===== config.mk =====
export PLATFORM = sky130hd
export DESIGN_NAME = flash_cmd_engine
export DESIGN_NICKNAME = d
export VERILOG_FILES = /design/src/rtl/flash_cmd_pkg.sv /design/src/rtl/flash_down_counter.sv /design/src/rtl/flash_byte_array.sv /design/src/rtl/flash_seq_decode.sv /design/src/rtl/flash_cmd_engine.sv
export SDC_FILE = /design/constraint.sdc
export NUM_CORES = 2
export LEC_CHECK = 0
export BUFFER_PORTS_ARGS = -buffer_cell sky130_fd_sc_hd__buf_2
export CAP_MARGIN = 10
export CELL_PAD_IN_SITES_DETAIL_PLACEMENT = 1
export CELL_PAD_IN_SITES_GLOBAL_PLACEMENT = 1
export CORE_ASPECT_RATIO = 0.7
export CORE_MARGIN = 3
export CORE_UTILIZATION = 55
export DETAILED_ROUTE_END_ITERATION = 8
export GPL_TIMING_DRIVEN = 0
export PLACE_DENSITY_LB_ADDON = 0.12
export REMOVE_ABC_BUFFERS = 1
export SLEW_MARGIN = 10
export SYNTH_ARGS = -nofsm -noshare
export SYNTH_HDL_FRONTEND = slang
export SYNTH_SLANG_ARGS = --single-unit

===== constraint.sdc =====
create_clock -name clk -period 5.45 [get_ports clk]
set_clock_uncertainty 0.2 [all_clocks]
set_input_delay 1.09 -clock clk [delete_from_list [all_inputs] [get_ports clk]]
set_output_delay 1.09 -clock clk [all_outputs]
set_load 0.01 [all_outputs]

===== src/rtl/flash_cmd_pkg.sv =====
package flash_cmd_pkg;
  localparam int UNL_W = 15;
  localparam logic [UNL_W-1:0] UNL_ADDR_A = 15'h5555;
  localparam logic [UNL_W-1:0] UNL_ADDR_B = 15'h2AAA;

  localparam logic [7:0] CMD_UNL1  = 8'hAA;
  localparam logic [7:0] CMD_UNL2  = 8'h55;
  localparam logic [7:0] CMD_PROG  = 8'hA0;
  localparam logic [7:0] CMD_ERASE = 8'h80;
  localparam logic [7:0] CMD_CHIP  = 8'h10;
  localparam logic [7:0] CMD_SECT  = 8'h30;

  typedef enum logic [3:0] {
    S_READ, S_UNL1, S_UNL2, S_PGM, S_ERA1, S_ERA2, S_ERA3, S_QUEUE, S_BUSY
  } seq_state_t;
endpackage


===== src/rtl/flash_down_counter.sv =====
module flash_down_counter #(
  parameter int CNT_W = 8
) (
  input  logic             clk,
  input  logic             rst_n,
  input  logic             load,
  input  logic [CNT_W-1:0] load_val,
  output logic             zero
);
  logic [CNT_W-1:0] cnt_q, cnt_d;
  logic             cnt_en;

  always_comb begin
    cnt_en = load || (cnt_q != '0);
    cnt_d  = load ? load_val : cnt_q - 1'b1;
  end

  always_ff @(posedge clk or negedge rst_n) begin
    if (!rst_n)      cnt_q <= '0;
    else if (cnt_en) cnt_q <= cnt_d;
  end

  assign zero = (cnt_q == '0);
endmodule


===== src/rtl/flash_byte_array.sv =====
module flash_byte_array #(
  parameter int SECT_W = 3,
  parameter int OFS_W  = 4
) (
  input  logic                    clk,
  input  logic                    rst_n,
  input  logic [SECT_W+OFS_W-1:0] rd_idx,
  output logic [7:0]              rd_data,
  input  logic                    prog_en,
  input  logic [SECT_W+OFS_W-1:0] prog_idx,
  input  logic [7:0]              prog_data,
  input  logic                    erase_en,
  input  logic [(1<<SECT_W)-1:0]  erase_mask
);
  localparam int IDX_W = SECT_W + OFS_W;
  localparam int DEPTH = 1 << IDX_W;

  logic [7:0]       mem_q [DEPTH];
  logic [DEPTH-1:0] row_en;

  for (genvar i = 0; i < DEPTH; i++) begin : g_row
    localparam int SECT_OF_ROW = i >> OFS_W;
    assign row_en[i] = (prog_en && (prog_idx == IDX_W'(i))) ||
                       (erase_en && erase_mask[SECT_OF_ROW]);
  end

  always_ff @(posedge clk or negedge rst_n) begin
    if (!rst_n) begin
      for (int i = 0; i < DEPTH; i++) mem_q[i] <= 8'hFF;
    end else begin
      for (int i = 0; i < DEPTH; i++)
        if (row_en[i]) mem_q[i] <= erase_en ? 8'hFF : (mem_q[i] & prog_data);
    end
  end

  assign rd_data = mem_q[rd_idx];
endmodule


===== src/rtl/flash_seq_decode.sv =====
module flash_seq_decode
  import flash_cmd_pkg::*;
#(
  parameter int BUS_AW    = 19,
  parameter int SECT_W    = 3,
  parameter int OFS_W     = 4,
  parameter int PROG_CYC  = 16,
  parameter int ERASE_CYC = 64,
  parameter int QWIN_CYC  = 8
) (
  input  logic                    clk,
  input  logic                    rst_n,
  input  logic                    wr,
  input  logic [BUS_AW-1:0]       addr,
  input  logic [7:0]              din,
  input  logic [(1<<SECT_W)-1:0]  sect_lock,
  output seq_state_t              state,
  output logic                    busy,
  output logic                    poll7,
  output logic                    tmr_zero,
  output logic                    commit_prog,
  output logic                    commit_erase,
  output logic [SECT_W+OFS_W-1:0] prog_idx,
  output logic [7:0]              prog_data,
  output logic [(1<<SECT_W)-1:0]  erase_mask
);
  localparam int NSECT = 1 << SECT_W;
  localparam int IDX_W = SECT_W + OFS_W;
  localparam int MAX_PE = (PROG_CYC > ERASE_CYC) ? PROG_CYC : ERASE_CYC;
  localparam int MAX_C  = (MAX_PE > QWIN_CYC) ? MAX_PE : QWIN_CYC;
  localparam int CNT_W  = $clog2(MAX_C + 1);

  seq_state_t       state_q, state_d;
  logic [NSECT-1:0] mask_q, mask_d, sect_oh, free_sect;
  logic [IDX_W-1:0] pidx_q;
  logic [7:0]       pdata_q;
  logic             poll7_q, poll7_d, isprog_q, isprog_d, cap;
  logic             tmr_load, at_a, at_b;
  logic [CNT_W-1:0] tmr_val;
  logic [SECT_W-1:0] sect;
  logic             unused_addr;

  assign sect        = addr[BUS_AW-1 -: SECT_W];
  assign sect_oh     = NSECT'(1) << sect;
  assign free_sect   = ~sect_lock;
  assign at_a        = (addr[UNL_W-1:0] == UNL_ADDR_A);
  assign at_b        = (addr[UNL_W-1:0] == UNL_ADDR_B);
  assign unused_addr = ^addr;

  flash_down_counter #(.CNT_W(CNT_W)) u_tmr (
    .clk(clk), .rst_n(rst_n), .load(tmr_load), .load_val(tmr_val), .zero(tmr_zero)
  );

  always_comb begin
    state_d = state_q;  mask_d = mask_q;  poll7_d = poll7_q;  isprog_d = isprog_q;
    tmr_load = 1'b0;  tmr_val = '0;  cap = 1'b0;
    commit_prog = 1'b0;  commit_erase = 1'b0;
    unique case (state_q)
      S_READ: if (wr && at_a && din == CMD_UNL1) state_d = S_UNL1;
      S_UNL1: if (wr) state_d = (at_b && din == CMD_UNL2) ? S_UNL2 : S_READ;
      S_UNL2: if (wr) begin
        if (at_a && din == CMD_PROG)       state_d = S_PGM;
        else if (at_a && din == CMD_ERASE) state_d = S_ERA1;
        else                               state_d = S_READ;
      end
      S_PGM: if (wr) begin
        cap = 1'b1;
        if (sect_lock[sect]) state_d = S_READ;
        else begin
          state_d = S_BUSY;  isprog_d = 1'b1;  poll7_d = ~din[7];
          tmr_load = 1'b1;   tmr_val = CNT_W'(PROG_CYC - 1);
        end
      end
      S_ERA1: if (wr) state_d = (at_a && din == CMD_UNL1) ? S_ERA2 : S_READ;
      S_ERA2: if (wr) state_d = (at_b && din == CMD_UNL2) ? S_ERA3 : S_READ;
      S_ERA3: if (wr) begin
        if (at_a && din == CMD_CHIP) begin
          mask_d = free_sect;
          if (free_sect != '0) begin
            state_d = S_BUSY;  isprog_d = 1'b0;  poll7_d = 1'b0;
            tmr_load = 1'b1;   tmr_val = CNT_W'(ERASE_CYC - 1);
          end else state_d = S_READ;
        end else if (din == CMD_SECT) begin
          mask_d = sect_oh & free_sect;  state_d = S_QUEUE;
          tmr_load = 1'b1;  tmr_val = CNT_W'(QWIN_CYC - 1);
        end else state_d = S_READ;
      end
      S_QUEUE: begin
        if (wr) begin
          if (din == CMD_SECT) begin
            mask_d = mask_q | (sect_oh & free_sect);
            tmr_load = 1'b1;  tmr_val = CNT_W'(QWIN_CYC - 1);
          end else begin
            mask_d = '0;  state_d = S_READ;
          end
        end else if (tmr_zero) begin
          if (mask_q != '0) begin
            state_d = S_BUSY;  isprog_d = 1'b0;  poll7_d = 1'b0;
            tmr_load = 1'b1;   tmr_val = CNT_W'(ERASE_CYC - 1);
          end else state_d = S_READ;
        end
      end
      S_BUSY: if (tmr_zero) begin
        state_d = S_READ;
        commit_prog  = isprog_q;
        commit_erase = ~isprog_q;
      end
      default: state_d = S_READ;
    endcase
  end

  always_ff @(posedge clk or negedge rst_n) begin
    if (!rst_n) begin
      state_q <= S_READ;  mask_q <= '0;  poll7_q <= 1'b0;  isprog_q <= 1'b0;
    end else begin
      state_q <= state_d;  mask_q <= mask_d;  poll7_q <= poll7_d;  isprog_q <= isprog_d;
    end
  end

  always_ff @(posedge clk or negedge rst_n) begin
    if (!rst_n) begin
      pidx_q <= '0;  pdata_q <= 8'hFF;
    end else if (cap) begin
      pidx_q <= {sect, addr[OFS_W-1:0]};  pdata_q <= din;
    end
  end

  assign state      = state_q;
  assign busy       = (state_q == S_BUSY);
  assign poll7      = poll7_q;
  assign prog_idx   = pidx_q;
  assign prog_data  = pdata_q;
  assign erase_mask = mask_q;
endmodule


===== src/rtl/flash_cmd_engine.sv =====
module flash_cmd_engine
  import flash_cmd_pkg::*;
#(
  parameter int BUS_AW    = 19,
  parameter int OFS_W     = 4,
  parameter int PROG_CYC  = 16,
  parameter int ERASE_CYC = 64,
  parameter int QWIN_CYC  = 8
) (
  input  logic              clk,
  input  logic              rst_n,
  input  logic              ce_n,
  input  logic              we_n,
  input  logic              oe_n,
  input  logic [BUS_AW-1:0] addr,
  input  logic [7:0]        din,
  input  logic              vcc_ok,
  input  logic [7:0]        sect_lock,
  output logic [7:0]        dout,
  output logic              dout_en
);
  localparam int SECT_W = 3;
  localparam int IDX_W  = SECT_W + OFS_W;
  localparam int NSECT  = 1 << SECT_W;

  seq_state_t       seq_state;
  logic             bus_wr, op_busy, poll7, tmr_zero, commit_prog, commit_erase;
  logic [IDX_W-1:0] prog_idx, rd_idx;
  logic [7:0]       prog_data, rd_byte;
  logic [NSECT-1:0] erase_mask;

  assign bus_wr = !ce_n && !we_n && vcc_ok;
  assign rd_idx = {addr[BUS_AW-1 -: SECT_W], addr[OFS_W-1:0]};

  flash_seq_decode #(
    .BUS_AW(BUS_AW), .SECT_W(SECT_W), .OFS_W(OFS_W),
    .PROG_CYC(PROG_CYC), .ERASE_CYC(ERASE_CYC), .QWIN_CYC(QWIN_CYC)
  ) u_dec (
    .clk(clk), .rst_n(rst_n), .wr(bus_wr), .addr(addr), .din(din),
    .sect_lock(sect_lock), .state(seq_state), .busy(op_busy), .poll7(poll7),
    .tmr_zero(tmr_zero), .commit_prog(commit_prog), .commit_erase(commit_erase),
    .prog_idx(prog_idx), .prog_data(prog_data), .erase_mask(erase_mask)
  );

  flash_byte_array #(.SECT_W(SECT_W), .OFS_W(OFS_W)) u_mem (
    .clk(clk), .rst_n(rst_n), .rd_idx(rd_idx), .rd_data(rd_byte),
    .prog_en(commit_prog), .prog_idx(prog_idx), .prog_data(prog_data),
    .erase_en(commit_erase), .erase_mask(erase_mask)
  );

  assign dout_en = !ce_n && !oe_n && we_n;

  always_comb begin
    if (!dout_en)     dout = 8'h00;
    else if (op_busy) dout = {poll7, 7'b0};
    else              dout = rd_byte;
  end
endmodule


======== After elaboration in Yosys (flattened, before gate mapping) ========
Cells that the tools add are included.
storage, ports and cells
  output and inout port bits .............. 9
  word-level logic and storage cells ...... 926
  flip-flop bits (word level) ............. 1060
operators by class
  bitwise gates (word level) .............. 134
  $lt $le $gt $ge ......................... 2
  equality and inequality tests ........... 161
  reduce and logical (&&, ||, !) cells .... 290
  multiplexer cells ....................... 202
  add/subtract/negate cells ............... 1
  shifts and indexed selects .............. 1
operators by type and width
  cell                                                               count
  8-bit 2-to-1 mux                                                   137
  8-bit bitwise AND                                                  129
  7-bit == test, second input constant                               64
  7-bit by 6-bit == test with 1-bit output, second input constant    32
  1-bit logical AND                                                  147
  1-bit logical OR                                                   129
  7-bit by 5-bit == test with 1-bit output, second input constant    16
  4-bit 2-to-1 mux                                                   17
  8-bit binary-select mux with 7-bit select                          1
  7-bit by 4-bit == test with 1-bit output, second input constant    8
  7-bit 2-to-1 mux                                                   6
  4-bit one-hot mux with 9 select lines                              1
  7-bit by 3-bit == test with 1-bit output, second input constant    4
  1-bit 2-to-1 mux                                                   26
  8-bit == test, second input constant                               3
  2-bit by 1-bit != test with 1-bit output, second input constant    12
  7-bit one-hot mux with 3 select lines                              1
  4-bit by 3-bit == test with 1-bit output, second input constant    4
  8-bit one-hot mux with 2 select lines                              1
  8-bit nonzero test                                                 2
  15-bit by 14-bit == test with 1-bit output, second input constant  1
  15-bit == test, second input constant                              1
  3-bit 2-to-1 mux                                                   5
  7-bit by 2-bit == test with 1-bit output, second input constant    2
  other kinds (32)                                                   42

======== Longest topological paths before layout ========
  depth after elaboration ................. 7
  depth in mapped cells ................... 12
  mapped depth without buffers ............ 8

======== Modules after synthesis ========
From an unflattened synthesis, not the netlist that was laid out.
unflattened totals
  cell total of the unflattened synthesis .. 4331
  area total of the unflattened synthesis .. 49218.5 um2
modules (own cells, without submodules)
  module              times used  cells each  seq. area each (um2)  area an instance (um2)
  flash_byte_array    1           4091        26905.8               46844.9
  flash_seq_decode    1           183         735.7                 1835.5
  flash_down_counter  1           45          175.2                 439.2
  flash_cmd_engine    1           12          0.0                   98.8

======== Worst setup path after synthesis ========
Ideal clock, no wire load.
  path type ............................... input-to-output
  from .................................... input port addr[0]
  to ...................................... output port dout[4]
  slack ................................... 1.023 ns
  data arrival time ....................... 3.137 ns
  buffers on the path ..................... 2
  cell stages on the path ................. 8
  path through ............................ buf_6 buf_6 mux4_1 mux4_2 mux2_2 a221oi_1 a21boi_2 nor4_1
on the way
  longest elaborated chain between the ends .. 6
RTL lines
  element                                                 line                    RTL
  start, declared                                         flash_cmd_engine.sv:15  input logic [BUS_AW-1:0] addr,
  7-bit inverter with 8-bit output (implied by the code)  flash_byte_array.sv:36  assign rd_data = mem_q[rd_idx];
  8-bit binary-select mux with 7-bit select               flash_byte_array.sv:36
  8-bit 2-to-1 mux (implied by the code) (2 in series)    flash_byte_array.sv:36
  8-bit 2-to-1 mux                                        flash_cmd_engine.sv:55  else if (op_busy) dout = {poll7, 7'b0};
  8-bit 2-to-1 mux                                        flash_cmd_engine.sv:54  if (!dout_en) dout = 8'h00;
  end, declared                                           flash_cmd_engine.sv:19  output logic [7:0] dout,
No other way between the ends. The select of a mux whose other input is x is not followed.

======== Worst setup path in the final report ========
  from .................................... input port addr[3]
  to ...................................... output port dout[0]
Same word-level chain as after synthesis.

==> flow_metrics.env <==
export IMPL_htree_levels=3
export IMPL_cp_data_required_time_ps=4160
export IMPL_cpPeakStageDelay_ps=710
export IMPL_start_kind="primary input"
export IMPL_powerDensity_nw_per_um2=305
export IMPL_dieArea_um2=92100
export IMPL_critical_path_buf_inv_count=3
export IMPL_path_delay_family="compound AO/OA/AOI/OAI gates"
export IMPL_place_area_um2=50200
export IMPL_synth_flop_cell="dfstp_2"
export IMPL_cpMaxStageDelayCell="a2111oi_1"
export IMPL_ant_nets=0
export IMPL_ys_ff_latch=1060
export IMPL_layout_setup_ws_ps=-47.4
export IMPL_firstDrtPassIters=8
export IMPL_gp_congestion=0.866
export IMPL_met2_usage_pct=60.3
export IMPL_clk_path_buf_depth=3
export IMPL_cp_end_kind="primary output"
export IMPL_rows=90
export IMPL_finalSetupTns_ps=-47.4
export IMPL_max_cap_violations=0
export IMPL_io_pins=50
export IMPL_wl_um=190000
export IMPL_routed_via_density=7.05
export IMPL_top_usage_layer="met2"
export IMPL_cts_buffers=102
export IMPL_path_cells="buf_4 -> buf_16 -> nand2b_1 -> nor3_1 -> a2111oi_1 -> a2111oi_2 -> a311oi_4 -> buf_2"
export IMPL_vdd_drop_max_v=0.000280
export IMPL_grtUsageMet3_pct=13.4
export IMPL_route_detailed_wl_per_inst_um=33.8
export IMPL_violations="setup timing"
export IMPL_cts_tree="done"
export IMPL_yosys_warnings=0
export IMPL_pre_cts_slack_ps=-1610
export IMPL_hold_path_class="primary input to asynchronous set/reset pin"
export IMPL_worstSetupPathType="primary input to primary output"
export IMPL_die_w_um=361
export IMPL_clkLatencyLatePin_ps=720
export IMPL_syn_inst=4518
export IMPL_synthArstFlopShare_pct=100
export IMPL_finalHoldViolCount=0
export IMPL_clk_pin_slew_ps=70
export IMPL_gr_usage_met1_pct=55.2
export IMPL_cts_root_buf="clkbuf_16"
export IMPL_chipHeight_um=255
export IMPL_crit_arrival_ps=4210
export IMPL_finalSetupViolations=1
export IMPL_slew_headroom_pct=9.25
export IMPL_drtIter0Drc=4668
export IMPL_clock_sinks=1060
export IMPL_max_freq_mhz=182
export IMPL_status="finished with violations"
export IMPL_io_buffers=48
export IMPL_grt_overflow=0
export IMPL_grt_pass1_vias=41532
export IMPL_grt_pass1_wl_um=281000
export IMPL_leakage_uw=0.0260
export IMPL_cts_hold_buf=0
export IMPL_fin_area_um2=54600
export IMPL_fin_crit_ps=5500
export IMPL_synth_cell_types=66
export IMPL_final_common_cell="nand2_1"
export IMPL_rsz0062_at_grt="no"
export IMPL_synth_edff_count=0
export IMPL_period_share_pct=101
export IMPL_vias=39730
export IMPL_final_util_pct=62.8
export IMPL_power_uw=16700
export IMPL_finalMaxSlewViolations=0
export IMPL_worstPathMaxFanout=36
export IMPL_syn_area_um2=48600
export IMPL_worst_slew_pin_slew_ps=1360
export IMPL_drive_above_1_share_pct=35.7
export IMPL_n_fill_cell=8812
export IMPL_synth_avg_cell_area_um2=10.8
export IMPL_start_util_pct=55.9
export IMPL_syn_to_final_growth_pct=12.2
export IMPL_fp_coreArea_um2=86900
export IMPL_fin_nets=4433
export IMPL_layout_common_cells="nand2_1, o21ai_0, dfstp_2"
export IMPL_drc=0
export IMPL_grt_start_max_net_pins=149
export IMPL_hpwl_um=110000
export IMPL_antenna_found_initial=20
export IMPL_ys_seq_area_share_pct=57.2
export IMPL_track_usage_pct=41.4
==> power by group <==
group | switching (uW) | internal, uW
combinational | 628 | 310
clock | 3300 | 4440
sequential | 44.5 | 7940
==> logic make-up after synthesis <==
family,Yosys count,synth area share [%]
adder cells (fa/ha/maj),1,0.0257
AO/OA/AOI/OAI,1236,13.6
buffers and inverters,383,3.39
XOR/XNOR,5,0.0901
multiplexers,404,13.4
AND/OR/NAND/NOR,1429,12.3
flip-flops,1060,57.2
==> flip-flops by register name, summed over array words and instances (netlist names) <==
name / flops
u_dec.isprog_q: 1
u_dec.u_tmr.cnt_q: 7
u_dec.prog_data: 8
u_dec.state: 4
u_dec.erase_mask: 8
u_mem.mem_q: 1024
u_dec.poll7: 1
u_dec.prog_idx: 7
==> repair_timing <==
item	4_1_cts	5_1_grt
gates resized for setup	20	5
setup endpoints to repair	8	5
pin swaps	3	2
cloned	15	3
setup buffers	13	8
==> layer usage <==
| metal | part of all wire (%) | vias up | wire length (um) |
|---|---|---|---|
| met3 | 11 | 611 | 21300 |
| met4 | 6.1 | 10 | 11700 |
| li1 | - | 15641 | - |
| met1 | 40 | 21061 | 75200 |
| met5 | 0.036 | - | 69 |
| met2 | 43 | 2407 | 82100 |
==> per-stage QoR <==
step,hold slack [ps],std cells
2_1_floorplan,254,4148
3_3_place_gp,262,5346
3_5_place_dp,270,5398
4_1_cts,85.1,5613
5_1_grt,106,5630
6_report,101,5635
==> final cells by class <==
class                   instances  area (um2)  share of cell area (%)
clock inverters                30         432                   0.791
diodes                         11        27.5                  0.0504
multi-input cells            3076       19400                    35.5
clock buffers                 157        3140                    5.76
repair buffers                138        2240                    4.11
well taps                    1150        1440                    2.64
inverters                      13        53.8                  0.0986
flip-flops and latches       1060       27800                    51.0
==> final timing paths <==
path / cells past startpoint / slack [ps] / endpoint / from
max reg2reg: 6 / 210 / u_mem.mem_q[923]$_DFFE_PN1P_ / u_dec.state[0]$_DFFE_PN0P_
min: 1 / 100 / u_dec.state[0]$_DFFE_PN0P_ / rst_n
max: 8 / -50 / dout[0] / addr[3]
min in group clk: 2 / 280 / u_mem.mem_q[800]$_DFFE_PN1P_ / u_mem.mem_q[800]$_DFFE_PN1P_
max in group asynchronous: 5 / 2500 / u_mem.mem_q[165]$_DFFE_PN1P_ / rst_n
min reg2reg: 2 / 280 / u_mem.mem_q[800]$_DFFE_PN1P_ / u_mem.mem_q[800]$_DFFE_PN1P_
==> cells in the mapped netlist, drive strengths merged (3+ instances only) <==
cell type | number | area, um2
nor4bb | 4 | 40.0
nand4 | 9 | 56.3
o22ai | 17 | 106
inv | 12 | 45.0
dfstp | 1032 | 27100
or2 | 17 | 106
buf | 72 | 483
a2111oi | 11 | 96.3
a32oi | 3 | 26.3
or4 | 4 | 30.0
nor4b | 3 | 32.5
nor2 | 45 | 174
a21oi | 28 | 140
mux4 | 193 | 4360
a31oi | 10 | 62.6
nor2b | 18 | 113
o21ai | 1048 | 5250
or3 | 77 | 482
clkbuf | 298 | 1120
a41oi | 3 | 26.3
mux2 | 21 | 236
nor4 | 13 | 81.3
o211ai | 6 | 45.0
a311oi | 3 | 26.3
a221oi | 8 | 70.1
nand3 | 28 | 140
xnor2 | 3 | 26.3
dfrtp | 28 | 701
and3 | 7 | 43.8
and2 | 6 | 37.5
nor3b | 6 | 45.0
nand2 | 1133 | 4250
mux2i | 190 | 1900
o31ai | 9 | 67.6
nor3 | 21 | 105
a211oi | 15 | 113
a22oi | 59 | 443
nand2b | 31 | 194
No activity file was read; power rests on OpenSTA's default activity.
